===== config.mk =====
export PLATFORM = sky130hd
export DESIGN_NAME = slot_rom_glue
export DESIGN_NICKNAME = d
export VERILOG_FILES = /design/src/rtl/slot_glue_pkg.sv /design/src/rtl/slot_sel_sync.sv /design/src/rtl/slot_rom_map.sv /design/src/rtl/slot_exp_flag.sv /design/src/rtl/slot_drv_gate.sv /design/src/rtl/slot_rom_glue.sv
export SDC_FILE = /design/constraint.sdc
export NUM_CORES = 1
export LEC_CHECK = 0
export BUFFER_PORTS_ARGS = -buffer_cell sky130_fd_sc_hd__buf_2
export CAP_MARGIN = 10
export CELL_PAD_IN_SITES_DETAIL_PLACEMENT = 1
export CELL_PAD_IN_SITES_GLOBAL_PLACEMENT = 1
export CORE_MARGIN = 2
export CORE_UTILIZATION = 28
export CTS_BUF_LIST = sky130_fd_sc_hd__clkbuf_2 sky130_fd_sc_hd__clkbuf_4 sky130_fd_sc_hd__clkbuf_8
export DETAILED_ROUTE_END_ITERATION = 8
export PLACE_DENSITY_LB_ADDON = 0.1
export RECOVER_POWER = 100
export SLEW_MARGIN = 40
export SYNTH_ARGS = -nofsm -noshare
export SYNTH_HDL_FRONTEND = slang
export SYNTH_SLANG_ARGS = --single-unit

===== constraint.sdc =====
create_clock -name clk_7m -period 1.7 [get_ports clk_7m]
set_input_delay 0.255 -clock clk_7m [delete_from_list [all_inputs] [get_ports clk_7m]]
set_output_delay 0.255 -clock clk_7m [all_outputs]
set_load 0.005 [all_outputs]

===== src/rtl/slot_glue_pkg.sv =====
package slot_glue_pkg;
   typedef enum logic [1:0] {
      STB_DEV = 2'd0,
      STB_IO  = 2'd1,
      STB_EXP = 2'd2
   } strobe_e;

   localparam int NUM_STROBES = 3;

   function automatic logic page_forced(input logic a_sel);
      return !a_sel;
   endfunction
endpackage


===== src/rtl/slot_sel_sync.sv =====
module slot_sel_sync #(
   parameter int STAGES = 2,
   parameter int QUAL   = 2
) (
   input  logic clk,
   input  logic rst_n,
   input  logic strobe_n,
   output logic active
);
   localparam int LEN = STAGES + QUAL - 1;

   generate
      if (STAGES < 2) begin : g_bad_stages
         $error("slot_sel_sync: STAGES must be at least 2");
      end
      if (QUAL < 1) begin : g_bad_qual
         $error("slot_sel_sync: QUAL must be at least 1");
      end
   endgenerate

   logic [LEN-1:0] chain;

   always_ff @(posedge clk or negedge rst_n) begin
      if (!rst_n) chain <= '1;
      else        chain <= {chain[LEN-2:0], strobe_n};
   end

   assign active = ~|chain[LEN-1:STAGES-1];

   generate
      if (STAGES == 2 && QUAL == 2) begin : g_chk
         // qualification needs low samples three and two edges back
         a_r1_qual_history: assert property (@(posedge clk) disable iff (!rst_n)
            active |-> (!$past(strobe_n, 2) && !$past(strobe_n, 3)));
         // a high sample two edges back removes qualification
         a_r1_release: assert property (@(posedge clk) disable iff (!rst_n)
            $past(strobe_n, 2) |-> !active);
      end
   endgenerate
endmodule


===== src/rtl/slot_rom_map.sv =====
module slot_rom_map #(
   parameter int ROM_AW = 11,
   parameter int PAGE_W = 3
) (
   input  logic [ROM_AW:0]   bus_a,
   output logic [ROM_AW-1:0] rom_a
);
   import slot_glue_pkg::*;
   localparam int LOW_W = ROM_AW - PAGE_W;

   generate
      if (PAGE_W < 1 || PAGE_W >= ROM_AW) begin : g_bad_page
         $error("slot_rom_map: PAGE_W out of range");
      end
   endgenerate

   logic forced;
   assign forced = page_forced(bus_a[ROM_AW]);

   always_comb begin
      rom_a[LOW_W-1:0]      = bus_a[LOW_W-1:0];
      rom_a[ROM_AW-1:LOW_W] = forced ? {PAGE_W{1'b1}} : bus_a[ROM_AW-1:LOW_W];
   end
endmodule


===== src/rtl/slot_exp_flag.sv =====
module slot_exp_flag #(
   parameter int          ADDR_W   = 16,
   parameter logic [15:0] CLR_ADDR = 16'hCFFF
) (
   input  logic              clk,
   input  logic              rst_n,
   input  logic              io_act,
   input  logic              stb_act,
   input  logic [ADDR_W-1:0] addr,
   output logic              flag
);
   logic clr_hit;
   assign clr_hit = stb_act && (addr == CLR_ADDR[ADDR_W-1:0]);

   always_ff @(posedge clk or negedge rst_n) begin
      if (!rst_n)      flag <= 1'b0;
      else if (clr_hit) flag <= 1'b0;
      else if (io_act)  flag <= 1'b1;
   end

   // the clearing access empties the flag at the next edge
   a_r7_clear: assert property (@(posedge clk) disable iff (!rst_n)
      (stb_act && addr == CLR_ADDR[ADDR_W-1:0]) |=> !flag);
   // a qualified slot select raises the flag
   a_r6_set: assert property (@(posedge clk) disable iff (!rst_n)
      (io_act && !stb_act) |=> flag);
endmodule


===== src/rtl/slot_drv_gate.sv =====
module slot_drv_gate #(
   parameter int DELAY = 1
) (
   input  logic clk,
   input  logic rst_n,
   input  logic rom_sel,
   output logic drive
);
   generate
      if (DELAY < 0) begin : g_bad_delay
         $error("slot_drv_gate: DELAY must not be negative");
      end
      if (DELAY == 0) begin : g_direct
         assign drive = rom_sel;
      end else begin : g_delayed
         logic [DELAY-1:0] hist;
         if (DELAY == 1) begin : g_one
            always_ff @(posedge clk or negedge rst_n) begin
               if (!rst_n) hist <= '0;
               else        hist <= rom_sel;
            end
         end else begin : g_many
            always_ff @(posedge clk or negedge rst_n) begin
               if (!rst_n) hist <= '0;
               else        hist <= {hist[DELAY-2:0], rom_sel};
            end
         end
         assign drive = rom_sel & (&hist);
      end
   endgenerate
endmodule


===== src/rtl/slot_rom_glue.sv =====
module slot_rom_glue #(
   parameter int          ADDR_W       = 16,
   parameter int          ROM_AW       = 11,
   parameter int          PAGE_W       = 3,
   parameter int          SYNC_STAGES  = 2,
   parameter int          QUAL_SAMPLES = 2,
   parameter int          DRV_DELAY    = 1,
   parameter logic [15:0] EXP_CLR_ADDR = 16'hCFFF
) (
   input  logic              clk_7m,
   input  logic              rst_n,
   input  logic              dev_sel_n,
   input  logic              io_sel_n,
   input  logic              io_stb_n,
   input  logic [ADDR_W-1:0] addr,
   output logic [ROM_AW-1:0] rom_addr,
   output logic              rom_ce_n,
   output logic              rom_oe_n,
   output logic              bus_drv_n,
   output logic              dev_sel_act,
   output logic              exp_rom_en
);
   import slot_glue_pkg::*;

   generate
      if (ROM_AW + 1 > ADDR_W) begin : g_bad_aw
         $error("slot_rom_glue: ROM_AW too wide for ADDR_W");
      end
   endgenerate

   logic [NUM_STROBES-1:0] strobe_n;
   logic [NUM_STROBES-1:0] act;
   assign strobe_n[STB_DEV] = dev_sel_n;
   assign strobe_n[STB_IO]  = io_sel_n;
   assign strobe_n[STB_EXP] = io_stb_n;

   for (genvar i = 0; i < NUM_STROBES; i++) begin : g_sync
      slot_sel_sync #(.STAGES(SYNC_STAGES), .QUAL(QUAL_SAMPLES)) u_sync (
         .clk(clk_7m), .rst_n(rst_n), .strobe_n(strobe_n[i]), .active(act[i]));
   end

   slot_rom_map #(.ROM_AW(ROM_AW), .PAGE_W(PAGE_W)) u_map (
      .bus_a(addr[ROM_AW:0]), .rom_a(rom_addr));

   slot_exp_flag #(.ADDR_W(ADDR_W), .CLR_ADDR(EXP_CLR_ADDR)) u_flag (
      .clk(clk_7m), .rst_n(rst_n), .io_act(act[STB_IO]), .stb_act(act[STB_EXP]),
      .addr(addr), .flag(exp_rom_en));

   logic exp_hit, rom_sel, drive;
   assign exp_hit = act[STB_EXP] && exp_rom_en && addr[ROM_AW]
                    && (addr != EXP_CLR_ADDR[ADDR_W-1:0]);
   assign rom_sel = act[STB_IO] || exp_hit;

   slot_drv_gate #(.DELAY(DRV_DELAY)) u_drv (
      .clk(clk_7m), .rst_n(rst_n), .rom_sel(rom_sel), .drive(drive));

   assign rom_ce_n    = !rom_sel;
   assign rom_oe_n    = !rom_sel;
   assign bus_drv_n   = !drive;
   assign dev_sel_act = act[STB_DEV];

   // slot-space accesses always land in the top ROM page
   a_r4_top_page: assert property (@(posedge clk_7m) disable iff (!rst_n)
      !addr[ROM_AW] |-> (&rom_addr[ROM_AW-1 -: PAGE_W]));
   // no drive in the first cycle of a ROM window
   a_r9_withhold: assert property (@(posedge clk_7m) disable iff (!rst_n)
      $fell(rom_oe_n) |-> bus_drv_n);
   // drive never outlasts the ROM window
   a_r9_release: assert property (@(posedge clk_7m) disable iff (!rst_n)
      rom_oe_n |-> bus_drv_n);
   generate
      if (DRV_DELAY == 1) begin : g_drv_chk
         // drive is on from the second cycle of the window
         a_r9_drive_on: assert property (@(posedge clk_7m) disable iff (!rst_n)
            (!rom_oe_n && !$past(rom_oe_n)) |-> !bus_drv_n);
      end
   endgenerate
endmodule


After elaboration in Yosys (flattened, before gate mapping)

Cells that the tools add are included.

Flip-flop bits (word level): 11
Output and inout bits: 16
Logic and storage cells: 25

Eq/ne operators: 3
Multiplexer cells: 3
Bitwise gates (word level): 1
Reductions and logical operators: 13

Operators with widths:

| cell                                                            | count |
|---|---|
| 16-bit == test, second input constant                           | 1 |
| 16-bit != test, second input constant                           | 1 |
| 2-bit OR reduction                                              | 3 |
| 1-bit logical NOT                                               | 5 |
| 1-bit logical AND                                               | 4 |
| 3-bit 2-to-1 mux                                                | 1 |
| 1-bit 2-to-1 mux                                                | 2 |
| 2-bit by 1-bit != test with 1-bit output, second input constant | 1 |
| 1-bit bitwise AND                                               | 1 |
| 1-bit logical OR                                                | 1 |

Depth between registers and ports, before layout

Depth in word-level cells: 8
Depth in mapped cells: 4

Cells and area by module

Synthesis repeated with hierarchy kept, for this count alone.

Cells, all modules: 42
Area, all modules: 500.5 um^2

By module, submodules not included:

| module        | instances | cells each | area each (um^2) | sequential area each (um^2) |
|---|---|---|---|---|
| slot_sel_sync | 3         | 4          | 82.6             | 78.8 |
| slot_rom_map  | 1         | 11         | 78.8             | 0.0 |
| slot_exp_flag | 1         | 8          | 71.3             | 25.0 |
| slot_rom_glue | 1         | 9          | 71.3             | 0.0 |
| slot_drv_gate | 1         | 2          | 31.3             | 25.0 |

Worst setup path before layout

Ideal clock, no wire load.

Path type: input to output
Start: input addr[12]
End: output rom_oe_n
Arrival: 1404 ps
Data required time: 1445 ps
Slack: 41 ps
Stages: 4
Path buffers: 1
Cell sequence: nand4bb_1 -> or4_4 -> a41oi_1 -> buf_4

Cells in the longest elaborated chain, start to end: 4

RTL lines:

| what               | line                | source |
|---|---|---|
| start: declaration | slot_rom_glue.sv:15 | `input logic [ADDR_W-1:0] addr,` |
| 16-bit != test     | slot_rom_glue.sv:51 | `&& (addr != EXP_CLR_ADDR[ADDR_W-1:0]);` |
| 1-bit logical AND  | slot_rom_glue.sv:51 |  |
| 1-bit logical OR   | slot_rom_glue.sv:52 | `assign rom_sel = act[STB_IO] \|\| exp_hit;` |
| 1-bit logical NOT  | -                   |  |
| end: declaration   | slot_rom_glue.sv:18 | `output logic rom_oe_n,` |

Every way passes these cells.

Final worst setup path

Start: register g_sync[2].u_sync.chain[1]
End: output bus_drv_n

Cells in the longest elaborated chain, start to end: 8

RTL lines:

| what                            | line                | source |
|---|---|---|
| start: declaration              | slot_sel_sync.sv:21 | `logic [LEN-1:0] chain;` |
| start signal: assignment        | slot_sel_sync.sv:25 | `else chain <= {chain[LEN-2:0], strobe_n};` |
| 2-bit OR reduction              | slot_sel_sync.sv:28 | `assign active = ~\|chain[LEN-1:STAGES-1];` |
| 1-bit logical NOT               | slot_sel_sync.sv:28 |  |
| 1-bit logical AND (2 in series) | slot_rom_glue.sv:50 | `assign exp_hit = act[STB_EXP] && exp_rom_en && addr[ROM_AW]` |
| 1-bit logical AND               | slot_rom_glue.sv:51 |  |
| 1-bit logical OR                | slot_rom_glue.sv:52 |  |
| 1-bit bitwise AND               | slot_drv_gate.sv:28 | `assign drive = rom_sel & (&hist);` |
| 1-bit logical NOT               | slot_rom_glue.sv:59 | `assign bus_drv_n = !drive;` |
| end: declaration                | slot_rom_glue.sv:19 | `output logic bus_drv_n,` |

Every way passes these cells.

==> results.cfg <==
[critical_path]
critPathBufInv = 1
critical-path-slowest-cell = dfstp_2
cp_top_family = flip-flops
critPathArrivalTime_ns = 1.37
reg2reg_depth = 2
path_cells = nor2_2, and3_1, a32oi_1, buf_2
crit_path_start = g_sync[2].u_sync.chain[1]$_DFF_PN1_
path_max_fanout = 3
start_kind = flop
crit_required_ns = 1.44
max_stage_delay_ns = 0.55
crit_type = flop to output port
r2r-start = g_sync[2].u_sync.chain[1]$_DFF_PN1_
end_kind = output port
timing.rr.end = u_drv.g_delayed.hist$_DFF_PN0_
regToRegSetupSlack_ns = 0.73

[timing]
skew_ns = 0.00400
setup_viol = 0
hold_viol_final = 0
worst_pin_slew_ns = 0.583
clock.fmax_mhz = 617
holdWs_ns = 0.0856
period_share_pct = 95.4
maxSlewHeadroom_pct = 61.1
finalCriticalPeriod_ns = 1.62
grt_setup_unrepaired = false
slew_violations = 0

[worst_hold_path]
hp-class = input port to flop
hp-start = dev_sel_n
hold_end = g_sync[0].u_sync.chain[0]$_DFF_PN1_
worstHoldPathCells = 1

[routing]
drt_iter0_drc = 0
vias = 417
wl_per_cell_um = 13.0
drtPass1Iterations = 1
via_per_inst = 4.85
route.detailed.drc = 0
drtAntennaViolNets = 0
wl_mm = 1.12

[cells_and_area]
fin_nets = 92
n_fill_cell = 190
insertedDiodeCount = 0
stdcell_count = 86
drive_above_1_share_pct = 62.9
area_growth_pct = 38.0

[synthesis]
ys_types = 13
synthTopCellsByArea = dfstp_2, buf_4, dfrtp_1
yosysTopAreaCellShare_pct = 49.9
yosysSeqAreaShare_pct = 60.4
synth_area_leader_cell = dfstp_2
yosys_warnings = 0
synth_nets = 57
synth.cell_area_um2 = 474
synth_seq_cells = 11
avgSynthCellArea_um2 = 13.2
synthCells = 36

[floorplan]
core_area_mm2 = 0.00154
ios = 37
start_util_pct = 30.8
die_area_mm2 = 0.00204
fp.dieW_um = 45.2
die_h_um = 45.2
num_rows = 14

[global_route]
grt_overflow_total = 0
grt_pass1_wl_mm = 1.68
antenna_found_initial = 0
grtUsageTotal_pct = 11.8
grt_max_degree = 12
grt_pass1_vias = 427

[clock_network]
clock_sinks = 11
post_cts_buffers = 0
htree_num_levels = 1
clk_pin_slew_ns = 0.07
cts_tree = done
cts-buffers-inserted = 3
ctsRootBufferMaster = clkbuf_4
clock_latency_ns = 0.26
cts.path.max_buffers = 2

[pwr]
p_total_uw = 544
ir_worst_vdd_v = 0.000357
p_leak_uw = 0.000293
power_density_mw_per_mm2 = 831

[placement]
dp_cells = 81
io_buffer_count = 36
gp_congestion = 0.657
dp_hpwl_um = 923

[run]
maxCapViolations = 0

[status]
outcome = completed
[cell type report]
cell class | count | area (um2) | area share (%)
clock buffer | 4 | 30.0 | 4.59
multi-input combinational | 16 | 130 | 19.9
sequential | 11 | 287 | 43.8
tap | 16 | 20.0 | 3.06
timing repair buffer | 39 | 188 | 28.7
[cells in the mapped netlist]
cell type	count
a32oi_1	1
a41oi_1	1
nor2_1	3
o32a_1	1
or4_4	1
dfrtp_1	2
dfstp_2	9
and3_1	1
buf_4	9
a41o_2	1
nand4_1	3
nand4bb_1	1
or2b_1	3
[worst register-to-register path, cell delays in order (launching register included)]
cell     delay, ns
dfstp_2       0.55
nor2_2        0.05
a41o_2        0.26
[routing by layer]
metal | global-route usage, % | share of wire (%)
met5 | 0 | 0
met4 | 7.06 | 2.0
met3 | 2.00 | 17
met2 | 22.3 | 47
met1 | 11.7 | 33
[sequential cells by signal, summed over array words and instances, names as in the netlist]
signal,cells
u_flag.flag,1
u_drv.g_delayed.hist,1
g_sync.u_sync.chain,9
[worst max path at each step]
stage | endpoint | slack (ns) | cells after the start
after CTS | bus_drv_n | 0.03 | 4
after detailed placement | rom_ce_n | -0.02 | 5
after global placement | rom_oe_n | -0.03 | 5
after global routing | bus_drv_n | 0.01 | 5
after floorplan | rom_oe_n | 0.04 | 4
final | bus_drv_n | 0.08 | 4
[what timing repair did]
action | 4_1_cts | 5_1_grt
hold buffers | 1 | 0
endpoints found under the hold margin | 2 | 0
pin swaps | 2 | 1
resized for setup | 1 | 1
setup endpoints to repair | 3 | 1
[power by group]
group          total, uW  switching (uW)  internal (uW)
logic               68.7            31.8           36.9
clock network        187            80.1            107
registers            288            5.80            283
total                544             118            426
[placed cells by master, fill, tap and decap left out, types with 2 or more instances in the layout]
cell      count
clkbuf_1     10
dfrtp_1       2
buf_2        27
nand4_1       3
clkbuf_4      4
nor2_1        2
or2b_1        3
dfstp_2       8
[cells by family (layout without fill, tap and decap cells)]
group,Yosys count,count (layout),synth area share (%)
simple gates,12,12,17.2
flops,11,11,60.4
buf+inv,9,43,14.2
compound gates,4,4,8.18
[stage by stage]
step	instance area [um2]	TNS [ns]	util, %	setup slack, ns
4_1_cts	669	0	43.4	0.0345
3_5_place_dp	622	-0.0465	40.3	-0.0249
3_3_place_gp	622	-0.0617	40.3	-0.0310
5_1_grt	654	0	42.5	0.0114
6_report	654	0	42.5	0.0790
2_1_floorplan	474	0	-	0.0412
Power figures use the tool's default switching activity.
